File: src/rtl/mstk_pkg.sv
package mstk_pkg;
  typedef enum logic [1:0] {
    MOP_LOAD  = 2'b00,
    MOP_STORE = 2'b01,
    MOP_PUSH  = 2'b10,
    MOP_POP   = 2'b11
  } mem_op_e;
endpackage

File: src/rtl/mstk_sp_reg.sv
module mstk_sp_reg #(
  parameter int          AW     = 32,
  parameter logic [31:0] SP_TOP = 32'h0000_1000,
  parameter int          STEP   = 2
) (
  input  logic          clk,
  input  logic          rst_n,
  input  logic          push_fire,
  input  logic          pop_fire,
  output logic [AW-1:0] sp_q,
  output logic [AW-1:0] sp_up
);
  localparam logic [AW-1:0] STEP_V = AW'(STEP);
  localparam logic [AW-1:0] TOP_V  = AW'(SP_TOP);

  function automatic logic [AW-1:0] sp_adjust(input logic [AW-1:0] sp, input logic up);
    return up ? sp + STEP_V : sp - STEP_V;
  endfunction

  logic [AW-1:0] sp_down;
  assign sp_up   = sp_adjust(sp_q, 1'b1);
  assign sp_down = sp_adjust(sp_q, 1'b0);

  always_ff @(posedge clk) begin
    if (!rst_n)         sp_q <= TOP_V;
    else if (push_fire) sp_q <= sp_down;
    else if (pop_fire)  sp_q <= sp_up;
  end

  AST_PUSH_LOWERS: assert property (@(posedge clk) disable iff (!rst_n)
    push_fire |=> sp_q == $past(sp_q) - STEP_V);
  AST_POP_RAISES: assert property (@(posedge clk) disable iff (!rst_n)
    pop_fire |=> sp_q == $past(sp_q) + STEP_V);
  AST_SP_HOLDS: assert property (@(posedge clk) disable iff (!rst_n)
    !(push_fire || pop_fire) |=> $stable(sp_q));
  AST_ONE_STACK_OP: assert property (@(posedge clk) disable iff (!rst_n)
    !(push_fire && pop_fire));
endmodule

File: src/rtl/mstk_addr_gen.sv
module mstk_addr_gen
  import mstk_pkg::*;
#(
  parameter int AW = 32,
  parameter int DW = 32,
  parameter int OW = 16
) (
  input  logic          clk,
  input  logic          rst_n,
  input  logic          fire,
  input  mem_op_e       op,
  input  logic [AW-1:0] base_val,
  input  logic [OW-1:0] offset,
  input  logic [DW-1:0] store_data,
  input  logic [AW-1:0] sp_q,
  input  logic [AW-1:0] sp_up,
  output logic [AW-1:0] mem_addr,
  output logic          mem_we,
  output logic          mem_re,
  output logic [DW-1:0] mem_wdata
);
  localparam int EXT_W = AW - OW;

  function automatic logic [AW-1:0] ea_calc(input logic [AW-1:0] b, input logic [OW-1:0] o);
    return b + {{EXT_W{o[OW-1]}}, o};
  endfunction

  logic [AW-1:0] eff_addr;
  logic          is_write;
  logic          is_read;

  assign eff_addr = ea_calc(base_val, offset);
  assign is_write = (op == MOP_STORE) || (op == MOP_PUSH);
  assign is_read  = (op == MOP_LOAD)  || (op == MOP_POP);

  always_comb begin
    unique case (op)
      MOP_PUSH: mem_addr = sp_q;
      MOP_POP:  mem_addr = sp_up;
      default:  mem_addr = eff_addr;
    endcase
  end

  assign mem_we    = fire && is_write;
  assign mem_re    = fire && is_read;
  assign mem_wdata = mem_we ? store_data : '0;

  AST_QUIET_WHEN_IDLE: assert property (@(posedge clk) disable iff (!rst_n)
    !fire |-> !mem_we && !mem_re);
  AST_ONE_STROBE: assert property (@(posedge clk) disable iff (!rst_n)
    $onehot0({mem_we, mem_re}));
  AST_PUSH_AT_SP: assert property (@(posedge clk) disable iff (!rst_n)
    (fire && op == MOP_PUSH) |-> mem_we && mem_addr == sp_q);
  AST_STORE_DATA: assert property (@(posedge clk) disable iff (!rst_n)
    (fire && op == MOP_STORE) |-> mem_we && mem_wdata == store_data);
endmodule

File: src/rtl/mstk_unit.sv
module mstk_unit
  import mstk_pkg::*;
#(
  parameter int          AW     = 32,
  parameter int          DW     = 32,
  parameter int          OW     = 16,
  parameter logic [31:0] SP_TOP = 32'h0000_1000,
  parameter int          STEP   = 2
) (
  input  logic          clk,
  input  logic          rst_n,
  input  logic          op_valid,
  input  logic          stall,
  input  logic [1:0]    op_code,
  input  logic [AW-1:0] base_val,
  input  logic [OW-1:0] offset,
  input  logic [DW-1:0] store_data,
  output logic [AW-1:0] mem_addr,
  output logic          mem_we,
  output logic          mem_re,
  output logic [DW-1:0] mem_wdata,
  output logic [AW-1:0] sp_out
);
  mem_op_e       op;
  logic          fire;
  logic          push_fire;
  logic          pop_fire;
  logic [AW-1:0] sp_q;
  logic [AW-1:0] sp_up;

  assign op        = mem_op_e'(op_code);
  assign fire      = op_valid && !stall;
  assign push_fire = fire && (op == MOP_PUSH);
  assign pop_fire  = fire && (op == MOP_POP);
  assign sp_out    = sp_q;

  mstk_sp_reg #(.AW(AW), .SP_TOP(SP_TOP), .STEP(STEP)) u_sp (
    .clk(clk), .rst_n(rst_n), .push_fire(push_fire), .pop_fire(pop_fire),
    .sp_q(sp_q), .sp_up(sp_up)
  );

  mstk_addr_gen #(.AW(AW), .DW(DW), .OW(OW)) u_ag (
    .clk(clk), .rst_n(rst_n), .fire(fire), .op(op), .base_val(base_val),
    .offset(offset), .store_data(store_data), .sp_q(sp_q), .sp_up(sp_up),
    .mem_addr(mem_addr), .mem_we(mem_we), .mem_re(mem_re), .mem_wdata(mem_wdata)
  );

  AST_POP_LANDS_ON_ADDR: assert property (@(posedge clk) disable iff (!rst_n)
    pop_fire |=> sp_out == $past(mem_addr));
  AST_RESET_TOP: assert property (@(posedge clk)
    !rst_n |=> sp_out == AW'(SP_TOP));
endmodule

File: config.mk
export PLATFORM = sky130hd
export DESIGN_NAME = mstk_unit
export DESIGN_NICKNAME = d
export VERILOG_FILES = /design/src/rtl/mstk_pkg.sv /design/src/rtl/mstk_sp_reg.sv /design/src/rtl/mstk_addr_gen.sv /design/src/rtl/mstk_unit.sv
export SDC_FILE = /design/constraint.sdc
export NUM_CORES = 1
export LEC_CHECK = 0
export ABC_AREA = 0
export BUFFER_PORTS_ARGS = -buffer_cell sky130_fd_sc_hd__buf_2
export CAP_MARGIN = 20
export CORE_MARGIN = 5
export CORE_UTILIZATION = 46
export DETAILED_ROUTE_END_ITERATION = 16
export GPL_TIMING_DRIVEN = 0
export PLACE_DENSITY = 0.87
export SYNTH_ARGS = -nofsm -noshare
export SYNTH_HDL_FRONTEND = slang
export SYNTH_SLANG_ARGS = --single-unit
File: constraint.sdc
create_clock -name clk -period 3.8 [get_ports clk]
set_input_delay 0.76 -clock clk [delete_from_list [all_inputs] [get_ports clk]]
set_output_delay 0.76 -clock clk [all_outputs]
set_load 0.005 [all_outputs]
**Word-level counts from Yosys, hierarchy flattened**

Index checks and enable logic that the tools add are counted.

- Register bits: 32
- Output and inout port bits: 98

- Reduce and logical (&&, ||, !) cells: 10
- Equal/unequal tests: 3
- Muxes and demuxes: 4
- Add/subtract/negate cells: 3

Operators with widths:

| cell | count |
|---|---|
| $mux 32 | 3 |
| $pmux 32 s2 | 1 |
| $add 32x2->32 const B | 1 |
| $add 32x32->32 | 1 |
| $sub 32x2->32 const B | 1 |
| $logic_and 1x1->1 | 5 |
| $eq 2x2->1 const B | 2 |
| $eq 2x1->1 const B | 1 |
| $logic_not 2->1 | 1 |
| $logic_or 1x1->1 | 2 |
| $reduce_bool 2->1 | 1 |
| $logic_not 1->1 | 1 |

**Depth between registers and ports, before layout**

Gate-level depths: netlist of the first run.

- Word-level depth: 5
- Mapped depth: 12
- Gate-level depth less buffers: 12

**By module**

From an unflattened synthesis of the first run, not the netlist that was laid out.

- Cells, all modules: 689
- Area total of the unflattened synthesis: 4922.2 µm²

Modules (own cells, without submodules):

| module | area each (µm²) | times used | sequential area each (µm²) | cells an instance |
|---|---|---|---|---|
| mstk_sp_reg | 2543.7 | 1 | 620.6 | 341 |
| mstk_addr_gen | 2346.0 | 1 | 0.0 | 345 |
| mstk_unit | 32.5 | 1 | 0.0 | 3 |

**Worst setup path before layout of the first run**

No wires, ideal clock.

- Kind: input to output
- Start: input port offset[1]
- End: output port mem_addr[25]
- Path slack: -0.030 ns
- Buffers on the path: 0
- Cell stages on the path: 10
- Arrival: 3.070 ns
- Required time: 3.040 ns
- Path through: ha_1 a21oi_1 o2111ai_1 a211o_1 a211oi_1 nor3_1 o31a_1 nand4_1 mux2_2 o21ai_0

- Cells in the longest elaborated chain, start to end: 2

RTL lines:

| element | RTL line | source |
|---|---|---|
| start: declaration | mstk_unit.sv:16 | `input logic [OW-1:0] offset,` |
| $add 32x32->32 | mstk_addr_gen.sv:25 | `return b + {{EXT_W{o[OW-1]}}, o};` |
| $pmux 32 s2 | mstk_addr_gen.sv:37 | `unique case (op)` |
| end: declaration | mstk_unit.sv:18 | `output logic [AW-1:0] mem_addr,` |

No other way between the ends.

**Final worst setup path of the first run**

- Start: input port base_val[1]
- End: output port mem_addr[31]

- Cells in the longest elaborated chain, start to end: 2

RTL lines:

| element | RTL line | source |
|---|---|---|
| start: declaration | mstk_unit.sv:15 | `input logic [AW-1:0] base_val,` |
| $add 32x32->32 | mstk_addr_gen.sv:25 |  |
| $pmux 32 s2 | mstk_addr_gen.sv:37 |  |

No other way between the ends.

==> results of run 1 <==
-- layout by cell type, fill, tap and decap left out, types with 6 or more instances in the layout --
cell,n
and2_1,60
and3_1,17
a21oi_2,6
buf_4,20
o21bai_1,10
dfxtp_1,29
nand2_1,61
clkbuf_8,6
o21ai_1,6
xnor2_1,36
ha_1,21
o21ai_0,59
inv_1,21
a21oi_1,49
or3_1,14
ha_4,9
o221ai_1,7
a22oi_1,7
buf_2,180
xor2_1,11
nand4_1,11
clkbuf_1,40
nor2_1,57
a21o_1,17
a21boi_0,6
a31oi_1,8
nor3_1,28
nand3_1,31
-- worst min-delay path by stage --
stage                                to  slack, ns  depth (start not counted)           from
after global placement     u_sp.sp_q[4]       0.59                          2   u_sp.sp_q[4]
after detailed placement   u_sp.sp_q[4]       0.60                          2   u_sp.sp_q[4]
final                      u_sp.sp_q[2]       0.60                          1   u_sp.sp_q[2]
after CTS                  u_sp.sp_q[4]       0.61                          2   u_sp.sp_q[4]
after floorplan           u_sp.sp_q[14]       0.55                          2  u_sp.sp_q[14]
after global routing       u_sp.sp_q[2]       0.65                          1   u_sp.sp_q[2]
-- final cells by class --
cell class | instances | share of cell area (%)
Buffer | 47 | 2.83
Clock buffer | 6 | 1.26
Clock inverter | 2 | 0.536
Inverter | 23 | 1.32
Multi-Input combinational cell | 626 | 65.2
Sequential cell | 31 | 9.53
Tap cell | 136 | 2.60
Timing Repair Buffer | 201 | 16.7
-- kinds of logic (layout without fill, tap and decap cells) --
family | count (synthesis) | after routing | share of synthesized area, %
simple gates | 313 | 313 | 33.4
compound gates | 224 | 224 | 28.6
buf+inv | 77 | 279 | 6.11
xor+xnor | 47 | 47 | 8.47
fa+ha+maj | 36 | 36 | 9.43
flops | 31 | 31 | 12.8
mux | 5 | 5 | 1.08
other cells | 1 | 1 | 0.0772
-- what timing repair did --
action,4_1_cts,5_1_grt
setup buffers,10,10
setup endpoints to repair,18,22
pin swaps,17,25
resized for setup,43,37
-- per-stage QoR --
step	total power [uW]	TNS (ns)	area (sq um)	utilization, %	std cells
2_1_floorplan	729	0	4860	-	734
3_3_place_gp	942	-4.84	5940	57.6	1052
4_1_cts	1330	-0.0319	6350	61.5	1067
3_5_place_dp	949	-5.45	5940	57.6	1052
5_1_grt	1470	-0.824	6540	63.4	1072
6_report	1390	-0.130	6540	63.4	1072
-- power by group through the flow --
stage | clock (uW) | combinational [uW] | sequential [uW]
after floorplan | 0 | 388 | 342
after detailed placement | 0 | 607 | 343
after global placement | 0 | 600 | 342
after CTS | 335 | 662 | 335
final | 332 | 717 | 337
after global routing | 354 | 782 | 338
-- critical path, delay by kind of cell --
| family | cells | cell delay [ns] |
|---|---|---|
| buffers and inverters | 2 | 0.25 |
| AO/OA/AOI/OAI | 8 | 1.63 |
| multiplexers | 1 | 0.24 |
| adder cells (fa/ha/maj) | 1 | 0.23 |
-- metal layers --
metal / wire, um / global-route usage [%]
met4: 1020 / 14.2
met3: 1790 / 4.49
met2: 8780 / 45.6
met5: 0 / 0
met1: 7170 / 32.5
==> impl_results.md, run 1 <==
- Top cell type's share of synthesized area: ~13%
- FF+latch count, synth: 31
- WS Path Type: primary input to output pin
- Share of flip-flops with an asynchronous set or reset: 0%
- Clk slew on worst S/H paths: roughly 0.06 ns
- Nature of the critical path endpoint: output pin
- Largest net degree at the start of global routing: 18
- Detailed Route Iter0 Violations: 656
- Synth Area per Inst: between 6 and 7 sq um
- First-pass GRT wire length: approximately 29000 um
- Hold Violations, Final: 0
- End point of the critical path: mem_addr[31]
- Type of origin of the critical path: primary input
- Final Cycle Share: 102%
- Crit path max fanout: 3
- Multi-input gate area: about 4300 sq um
- Failing checks: negative setup slack
- GRT Residual Overflow: 0
- Cells after synthesis: around 730
- Largest registers: u_sp.sp_q x31
- Final setup margin: -0.0777 ns
- Most frequent cells after synthesis: o21ai_0 (69), nand2_1 (61), and2_1 (60), nor2_1 (57), a21oi_1 (56)
- Die H: ~110 um
- Power share of the combinational group: approximately half
- Worst min path class: flop to flop
- Max-slew violation count: 0
- Clock power share: 23.9%
- GPL Wtd Cong: slightly below 1
- R2r setup slk: around 1.1 ns
- N_diodes: 0
- P&R area growth vs syn: 34.7%
- Fin crit period: between 3 and 4 ns
- Most flop-heavy register: u_sp.sp_q
- Residual antenna-violating net count after detailed routing: 0
- Layout net count: 1057
- RR Endpoint: u_sp.sp_q[28]
- Sequential standard cell area: about 620 sq um
- Clock root cell: clkbuf_8
- CTS sink count: 31
- Hold_ws: between 0.6 and 0.7 ns
- Critical path's slowest cell: a211o_1
- Synth Flop Type: dfxtp_1
- Sw Ratio: 37.5%
- CTS buffer count: 5
- FILL cells: 928
- Max IR drop VDD: between 0.0001 and 0.00015 V
- Drt drc: 0
- Leakage: between 0.003 and 0.004 uW
- P_int: roughly 870 uW
- Crit. Startpoint: base_val[1]
- Routed wire length per instance: about 17 um
- Starting Density: a little under half
- Clk_skew: around 0.0083 ns
- Vias/cell: ~6.0
- Psw: about 520 uW
- Critical Path AT: around 3.1 ns
- Status: finished with violations
- RR Startpoint: u_sp.sp_q[10]
- Clock tree buffer depth: 2
- Post-Route WL: 18800 um
- Setup violators final: 2
- I/O Buffers: around 180
- RSZ-0062 raised after global routing: true
- Die Wd: ~110 um
- R2R depth: 10
- Synth area leader: dfxtp_1
- Post-DP HPWL: about 14000 um
- TritonRoute pass-1 iters: 7
- Place WS: -0.596 ns
- Layout cell share with drive strength beyond 1: between 20% and 30%
- Vias: 6426
- Synth Cell Area: ~4900 sq um
- Hold buffer count at CTS: 0
- Die Area: ~13000 sq um
- Pwr/cell area: approximately 210 nW/um^2
- Top-count cell post-synth: o21ai_0
- H-tree lvl count: 2
- Relative slew slack: ~49%
- Max Freq: around 260 MHz
- GRT Overall Usage: a little over a quarter
- Clk_lat worst skew: 0.29 ns
- Core Rows: 37
- Number of synthesized flops with an enable pin: 0
- Post-synth cell types: 57
- Post-synth net total: ~860
- Yosys warns: 0
- Worst EP required: 3.04 ns
- Core Region: between 10000 and 15000 sq um
- Vias in the first global route: just under 6000
- Synth area leaders: dfxtp_1 (13%), ha_1 (9.0%), and2_1 (7.7%)
- Seq/Total Area, Yosys: approximately 13%
- CP cell instances: buf_8, ha_4, a21oi_4, o2111ai_2, a211o_1, a21oi_2, o21ai_4, a31o_4, a41oi_2, mux2i_1, o2111ai_1, buf_2
- Worst-margin pin slew: roughly 0.76 ns
- I/O pin total: between 150 and 200
- Seq pwr share: about a quarter
- CP peak stage delay: between 0.3 and 0.4 ns
- Initial antenna violation count: 0
- Max FFs per register: 31
- Max Cap Viol: 0
- TritonCTS clock tree: yes
(Power assumes the default switching activity.)
==> run 2, diff against run 1 <==
Settings changed: RECOVER_POWER set to 100.
==> run 2 against run 1 <==
Effect of this change:
- count of clock-buffer cells in the layout is the same
- cell count stayed put
- first-iteration DRC count increased by 5.5%
- routed wire length is essentially flat
- the flow still finishes with violations (negative setup slack)
- combinational power is essentially flat
- worst setup slack improved by 0.0039 ns
- highest routed layer unchanged
- register-to-register slack worse by 0.04 ns
- core utilization shrank 0.39 points
- clock power hardly changed
- critical path depth unchanged
- final area shrank 0.61%
==> impl_results.md, run 2 (synthesis results as in run 1) <==
- Hold buffer count at CTS: 0 (unchanged)
- CTS sink count: 31 (unchanged)
- WS Path Type: primary input to output pin (unchanged)
- Leading cell type in the layout, fill and taps excluded: buf_2 (unchanged)
- Clock tree buffer depth: 2 (unchanged)
- Sequential standard cell area: 621 sq um (was 623 sq um)
- Pwr/cell area: 213 nW/um^2 (was 212 nW/um^2)
- Type of origin of the critical path: primary input (unchanged)
- Power share of the combinational group: 51.7% (about the same)
- Core Rows: 37 (unchanged)
- Clock power share: 23.9% (about the same)
- Max-slew violation count: 0 (unchanged)
- Vias in the first global route: 5846 (unchanged)
- Largest registers: u_sp.sp_q x31 (unchanged)
- Critical path's slowest cell: a211o_1 (unchanged)
- TritonCTS clock tree: yes (unchanged)
- Leakage: 0.00294 uW (was 0.00305 uW)
- Final core utilization: 63.0% (was 63.4%)
- Final Cycle Share: 102% (about the same)
- First-pass GRT wire length: 28800 um (unchanged)
- Largest net degree at the start of global routing: 18 (unchanged)
- Die Wd: 113 um (unchanged)
- FILL cells: 945 (was 928)
- Max IR drop VDD: 0.000128 V (was 0.000127 V)
- Worst EP required: 3.04 ns (about the same)
- Clk_lat worst skew: 0.29 ns (about the same)
- Worst-margin pin slew: 0.770 ns (was 0.758 ns)
- Fin crit period: 3.87 ns (was 3.88 ns)
- I/O pin total: 184 (unchanged)
- Final setup margin: -0.0738 ns (was -0.0777 ns)
- Multi-input gate area: 4260 sq um (was 4270 sq um)
- Crit-path leading delay family: compound AO/OA/AOI/OAI gates (unchanged)
- Routed wire length per instance: 17.5 um (about the same)
- H-tree lvl count: 2 (unchanged)
- Clk slew on worst S/H paths: 0.06 ns (about the same)
- Commonest cells after routing, fill and taps aside: buf_2 (154), clkbuf_1 (66), nand2_1 (61) (was buf_2 (180), nand2_1 (61), and2_1 (60))
- Sw Ratio: 37.5% (about the same)
- Hold Violations, Final: 0 (unchanged)
- Layout net count: 1057 (unchanged)
- RSZ-0062 raised after global routing: true (unchanged)
- Max Cap Viol: 0 (unchanged)
- Clock root cell: clkbuf_8 (unchanged)
- P_int: 865 uW (was 867 uW)
- Relative slew slack: 48.5% (was 49.3%)
- Initial antenna violation count: 0 (unchanged)
- Nature of the critical path endpoint: output pin (unchanged)
- Residual antenna-violating net count after detailed routing: 0 (unchanged)
- Psw: 520 uW (about the same)
- Starting Density: 47.0% (unchanged)
- Worst Path Buf+Inv: 2 (unchanged)
- Die Area: 12700 sq um (unchanged)
- CP peak stage delay: 0.38 ns (about the same)
- Crit path max fanout: 3 (unchanged)
- GPL Wtd Cong: 0.976 (unchanged)
- Failing checks: negative setup slack (unchanged)
- Worst min path class: flop to flop (unchanged)
- Max FFs per register: 31 (unchanged)
- CTS buffer count: 5 (unchanged)
- Core Region: 10300 sq um (unchanged)
- Seq pwr share: 24.3% (about the same)
- Layout cell share with drive strength beyond 1: 25.7% (was 28.8%)
- Post-DP HPWL: 14400 um (unchanged)
- Layout Cells excl Fill: 1072 (unchanged)
- Vias/cell: 5.97 (was 5.99)
- Status: finished with violations (unchanged)
- Clk_skew: 0.00847 ns (was 0.00833 ns)
- P&R area growth vs syn: 33.8% (was 34.7%)
- CP cell instances: buf_8, ha_4, a21oi_4, o2111ai_2, a211o_1, a21oi_2, o21ai_4, a31o_4, a41oi_2, mux2i_1, o2111ai_1, buf_2 (unchanged)
- Setup violators final: 2 (unchanged)
- GRT Overall Usage: 26.9% (unchanged)
- Post-Route WL: 18800 um (about the same)
- GRT Residual Overflow: 0 (unchanged)
- Vias: 6398 (was 6426)
- N_diodes: 0 (unchanged)
- Die H: 113 um (unchanged)
- TritonRoute pass-1 iters: 6 (was 7)
- I/O Buffers: 182 (unchanged)
- Max Freq: 258 MHz (about the same)
- Critical Path AT: 3.11 ns (was 3.12 ns)
- Dpl cells: 1052 (unchanged)
- Drt drc: 0 (unchanged)
- Detailed Route Iter0 Violations: 692 (was 656)
- Most flop-heavy register: u_sp.sp_q (unchanged)
run 2: cell count changes in the layout (fill, tap and decap cells not counted):
| cell | change |
|---|---|
| and2_0 | +4 |
| dfxtp_2 | -2 |
| buf_2 | -26 |
| clkbuf_1 | +26 |
| dfxtp_1 | +2 |
| and2_1 | -4 |
| nand3_1 | +1 |
| nand3_2 | -1 |
run 2: worst register-to-register path: stages, from the launching register on:
cell and delay, ns:
dfxtp_1 0.49, ha_1 0.28, and3_1 0.30, nand2_1 0.22, nor3_4 0.31, nand2_1 0.23
nor3_4 0.29, a21oi_1 0.14, or3_1 0.32, a21boi_1 0.13
run 2: timing repair:
item / in CTS / in global routing
pin swaps: 17 / 25
endpoints found under the setup margin: 18 / 22
hold endpoints to repair: 0 / 0
setup buffers: 10 / 10
gates resized for setup: 43 / 37
run 2: area by class of cell:
| type | instances | share of cell area (%) |
|---|---|---|
| repair buffers | 201 | 16.3 |
| flip-flops and latches | 31 | 9.55 |
| clock inverters | 2 | 0.539 |
| well taps | 136 | 2.62 |
| multi-input cells | 626 | 65.6 |
| inverters | 23 | 1.33 |
| plain buffers | 47 | 2.83 |
| clock buffers | 6 | 1.27 |
run 2: worst paths after layout:
path	startpoint	to	slack (ns)	depth (start not counted)
max	base_val[1]	mem_addr[31]	-0.07	12
min	u_sp.sp_q[4]	u_sp.sp_q[4]	0.61	2
max reg2reg	u_sp.sp_q[2]	u_sp.sp_q[29]	1.03	9
min reg2reg	u_sp.sp_q[4]	u_sp.sp_q[4]	0.61	2
run 2: power groups by stage:
stage | clock network (uW) | logic, uW | registers (uW)
floorplan | 0 | 388 | 342
global placement | 0 | 600 | 342
detailed placement | 0 | 607 | 343
CTS | 335 | 662 | 335
global route | 354 | 781 | 338
finish | 331 | 717 | 337
run 2: stage by stage:
step | setup WS (ns) | instance area (sq um) | power, uW | hold WS [ns] | TNS (ns)
4_1_cts | -0.0313 | 6350 | 1330 | 0.608 | -0.0319
2_1_floorplan | 0.0221 | 4860 | 729 | 0.549 | 0
5_1_grt | -0.228 | 6500 | 1470 | 0.662 | -1.27
3_5_place_dp | -0.596 | 5940 | 949 | 0.601 | -5.45
6_report | -0.0738 | 6500 | 1390 | 0.611 | -0.128
3_3_place_gp | -0.534 | 5940 | 942 | 0.590 | -4.84
run 2: routing by layer:
| layer | global-route usage [%] | share of wire [%] | vias to the layer above |
|---|---|---|---|
| met5 | 0 | 0 | - |
| met1 | 32.5 | 38 | 2803 |
| met2 | 45.6 | 46 | 451 |
| met4 | 14.2 | 5.7 | 0 |
| li1 | - | - | 3045 |
| met3 | 4.49 | 9.7 | 99 |
==> run 3, diff against run 2 <==
Settings changed: CORE_ASPECT_RATIO set to 0.9, SETUP_SLACK_MARGIN set to 0.02.
==> run 3 against run 2 <==
Effect of this change:
- highest routed layer unchanged
- combinational power is 3.9% lower
- the flow still finishes with violations (negative setup slack)
- non-clock buffer count fell by 2
- count of clock-buffer cells in the layout unchanged
==> impl_results.md, run 3 (synthesis results as in run 1) <==
- Most flop-heavy register: u_sp.sp_q (unchanged)
- Die Wd: 118 um (was 113 um)
- Largest net degree at the start of global routing: 18 (unchanged)
- Detailed Route Iter0 Violations: 653 (was 692)
- Worst hold start: u_sp.sp_q[14] (was u_sp.sp_q[4])
- CP peak stage delay: 0.37 ns (was 0.38 ns)
- Final setup margin: -0.0526 ns (was -0.0738 ns)
- I/O pin total: 184 (unchanged)
- Relative slew slack: 51.3% (was 48.5%)
- RR Startpoint: u_sp.sp_q[1] (was u_sp.sp_q[2])
- GPL Wtd Cong: 0.953 (was 0.976)
- Leading cell type in the layout, fill and taps excluded: buf_2 (unchanged)
- Starting Density: 47.2% (was 47.0%)
- P&R area growth vs syn: 33.0% (was 33.8%)
- Die H: 107 um (was 113 um)
- Clk_skew: 0.0132 ns (was 0.00847 ns)
- Vias/cell: 5.94 (was 5.97)
- Post-DP HPWL: 13800 um (was 14400 um)
- TritonRoute pass-1 iters: 5 (was 6)
- Layout Cells excl Fill: 1063 (was 1072)
- Dpl cells: 1045 (was 1052)
- Setup violators final: 7 (was 2)
- CTS buffer count: 5 (unchanged)
- Hold_ws: 0.649 ns (was 0.611 ns)
- Tot Pwr: 1490 uW (was 1390 uW)
- R2R depth: 10 (was 9)
- Vias in the first global route: 5643 (was 5846)
- WS Path Type: primary input to output pin (unchanged)
- Worst path most repeated cell: o21ai_2
- Nature of the critical path endpoint: output pin (unchanged)
- Core Region: 10300 sq um (about the same)
- TritonCTS clock tree: yes (unchanged)
- Initial antenna violation count: 0 (unchanged)
- Routed wire length per instance: 16.7 um (was 17.5 um)
- Hold buffer count at CTS: 0 (unchanged)
- Leakage: 0.00283 uW (was 0.00294 uW)
- I/O Buffers: 182 (unchanged)
- Fin crit period: 3.85 ns (was 3.87 ns)
- Max FFs per register: 31 (unchanged)
- Max Cap Viol: 0 (unchanged)
- H-tree lvl count: 2 (unchanged)
- Failing checks: negative setup slack (unchanged)
- Commonest cells after routing, fill and taps aside: buf_2 (132), clkbuf_1 (89), nand2_1 (61) (was buf_2 (154), clkbuf_1 (66), nand2_1 (61))
- Max Freq: 260 MHz (was 258 MHz)
- Max IR drop VDD: 0.000182 V (was 0.000128 V)
- Post-Route WL: 17700 um (was 18800 um)
- Final Cycle Share: 101% (was 102%)
- Worst-margin pin slew: 0.728 ns (was 0.770 ns)
- Largest registers: u_sp.sp_q x31 (unchanged)
- Post-route cell area: 6460 sq um (was 6500 sq um)
- Layout cell share with drive strength beyond 1: 22.5% (was 25.7%)
- Worst Path Buf+Inv: 4 (was 2)
- Hold Violations, Final: 0 (unchanged)
- Clk slew on worst S/H paths: 0.05 ns (was 0.06 ns)
- Crit-path leading delay family: compound AO/OA/AOI/OAI gates (unchanged)
- Residual antenna-violating net count after detailed routing: 0 (unchanged)
- Status: finished with violations (unchanged)
- Layout net count: 1055 (was 1057)
- Placed cell area: 5930 sq um (was 5940 sq um)
- N_diodes: 0 (unchanged)
- Clk_lat worst skew: 0.28 ns (was 0.29 ns)
- GRT Residual Overflow: 0 (unchanged)
- Type of origin of the critical path: primary input (unchanged)
- Clock tree buffer depth: 2 (unchanged)
- Critical Path AT: 3.09 ns (was 3.11 ns)
- Max-slew violation count: 0 (unchanged)
- Hold Path End: u_sp.sp_q[14] (was u_sp.sp_q[4])
- CP cell instances: buf_6, ha_4, inv_2, fa_2, nor2b_2, o21ai_2, a21boi_2, o31ai_1, a21oi_1, a211oi_2, buf_4, o21ai_2, mux2i_1, o221ai_1, buf_2 (was buf_8, ha_4, a21oi_4, o2111ai_2, a211o_1, a21oi_2, o21ai_4, a31o_4, a41oi_2, mux2i_1, o2111ai_1, buf_2)
- Crit path max fanout: 3 (unchanged)
- Critical path's slowest cell: o31ai_1 (was a211o_1)
- R2r setup slk: 0.86 ns (was 1.03 ns)
- GRT Overall Usage: 25.9% (was 26.9%)
- Drt drc: 0 (unchanged)
- RR Endpoint: u_sp.sp_q[29] (unchanged)
- Vias: 6314 (was 6398)
- First-pass GRT wire length: 28000 um (was 28800 um)
- CTS sink count: 31 (unchanged)
- Clock root cell: clkbuf_16 (was clkbuf_8)
- Worst EP required: 3.04 ns (about the same)
- Pwr/cell area: 231 nW/um^2 (was 213 nW/um^2)
- RSZ-0062 raised after global routing: true (unchanged)
- Die Area: 12700 sq um (about the same)
- Worst min path class: flop to flop (unchanged)
- Core Rows: 35 (was 37)
- Hold Crit Depth: 2 (unchanged)
==> run 3: layout make-up <==
| class | count | area (sq um) |
|---|---|---|
| buffer | 51 | 201 |
| clock buffer | 6 | 139 |
| clock inverter | 2 | 35.0 |
| fill | 918 | 3830 |
| inverter | 23 | 86.3 |
| multi-input combinational | 626 | 4230 |
| sequential | 31 | 621 |
| tap | 129 | 161 |
| timing repair buffer | 195 | 986 |
==> run 3: metrics by stage <==
| stage | utilization (%) | setup TNS (ns) | setup WS, ns |
|---|---|---|---|
| floorplan | - | 0 | 0.0221 |
| global placement | 57.7 | -4.30 | -0.477 |
| detailed placement | 57.7 | -4.48 | -0.510 |
| CTS | 62.6 | 0 | 0.0119 |
| global route | 62.8 | -1.37 | -0.158 |
| finish | 62.8 | -0.227 | -0.0526 |
==> run 3: repair_timing <==
item,4_1_cts,5_1_grt
setup buffers,10,3
endpoints found under the setup margin,19,24
pin swaps,20,18
gates resized for setup,49,24
==> run 3: per-layer routing <==
metal | vias up | wire length, um | GRT usage, %
li1 | 3051 | - | -
met1 | 2804 | 7670 | 36.4
met2 | 414 | 7930 | 40.8
met3 | 45 | 1670 | 3.47
met4 | 0 | 459 | 8.52
met5 | - | 0 | 0
==> run 3: power breakdown <==
part	internal, uW	switching [uW]	total (uW)
combinational	311	378	689
clock	325	139	464
sequential	330	6.10	336
==> run 3: worst max path at each step <==
stage / depth (start not counted) / endpoint / startpoint
finish: 15 / mem_addr[30] / offset[0]
global route: 12 / mem_addr[25] / offset[3]
CTS: 12 / mem_addr[25] / base_val[1]
detailed placement: 12 / mem_addr[31] / offset[1]
global placement: 12 / mem_addr[31] / offset[1]
floorplan: 10 / mem_addr[25] / offset[1]
==> run 3: tightest hold or removal path, stage by stage, from the launching register on <==
cell and delay, ns:
dfxtp_1 0.39, o21ai_0 0.12, a21boi_0 0.08
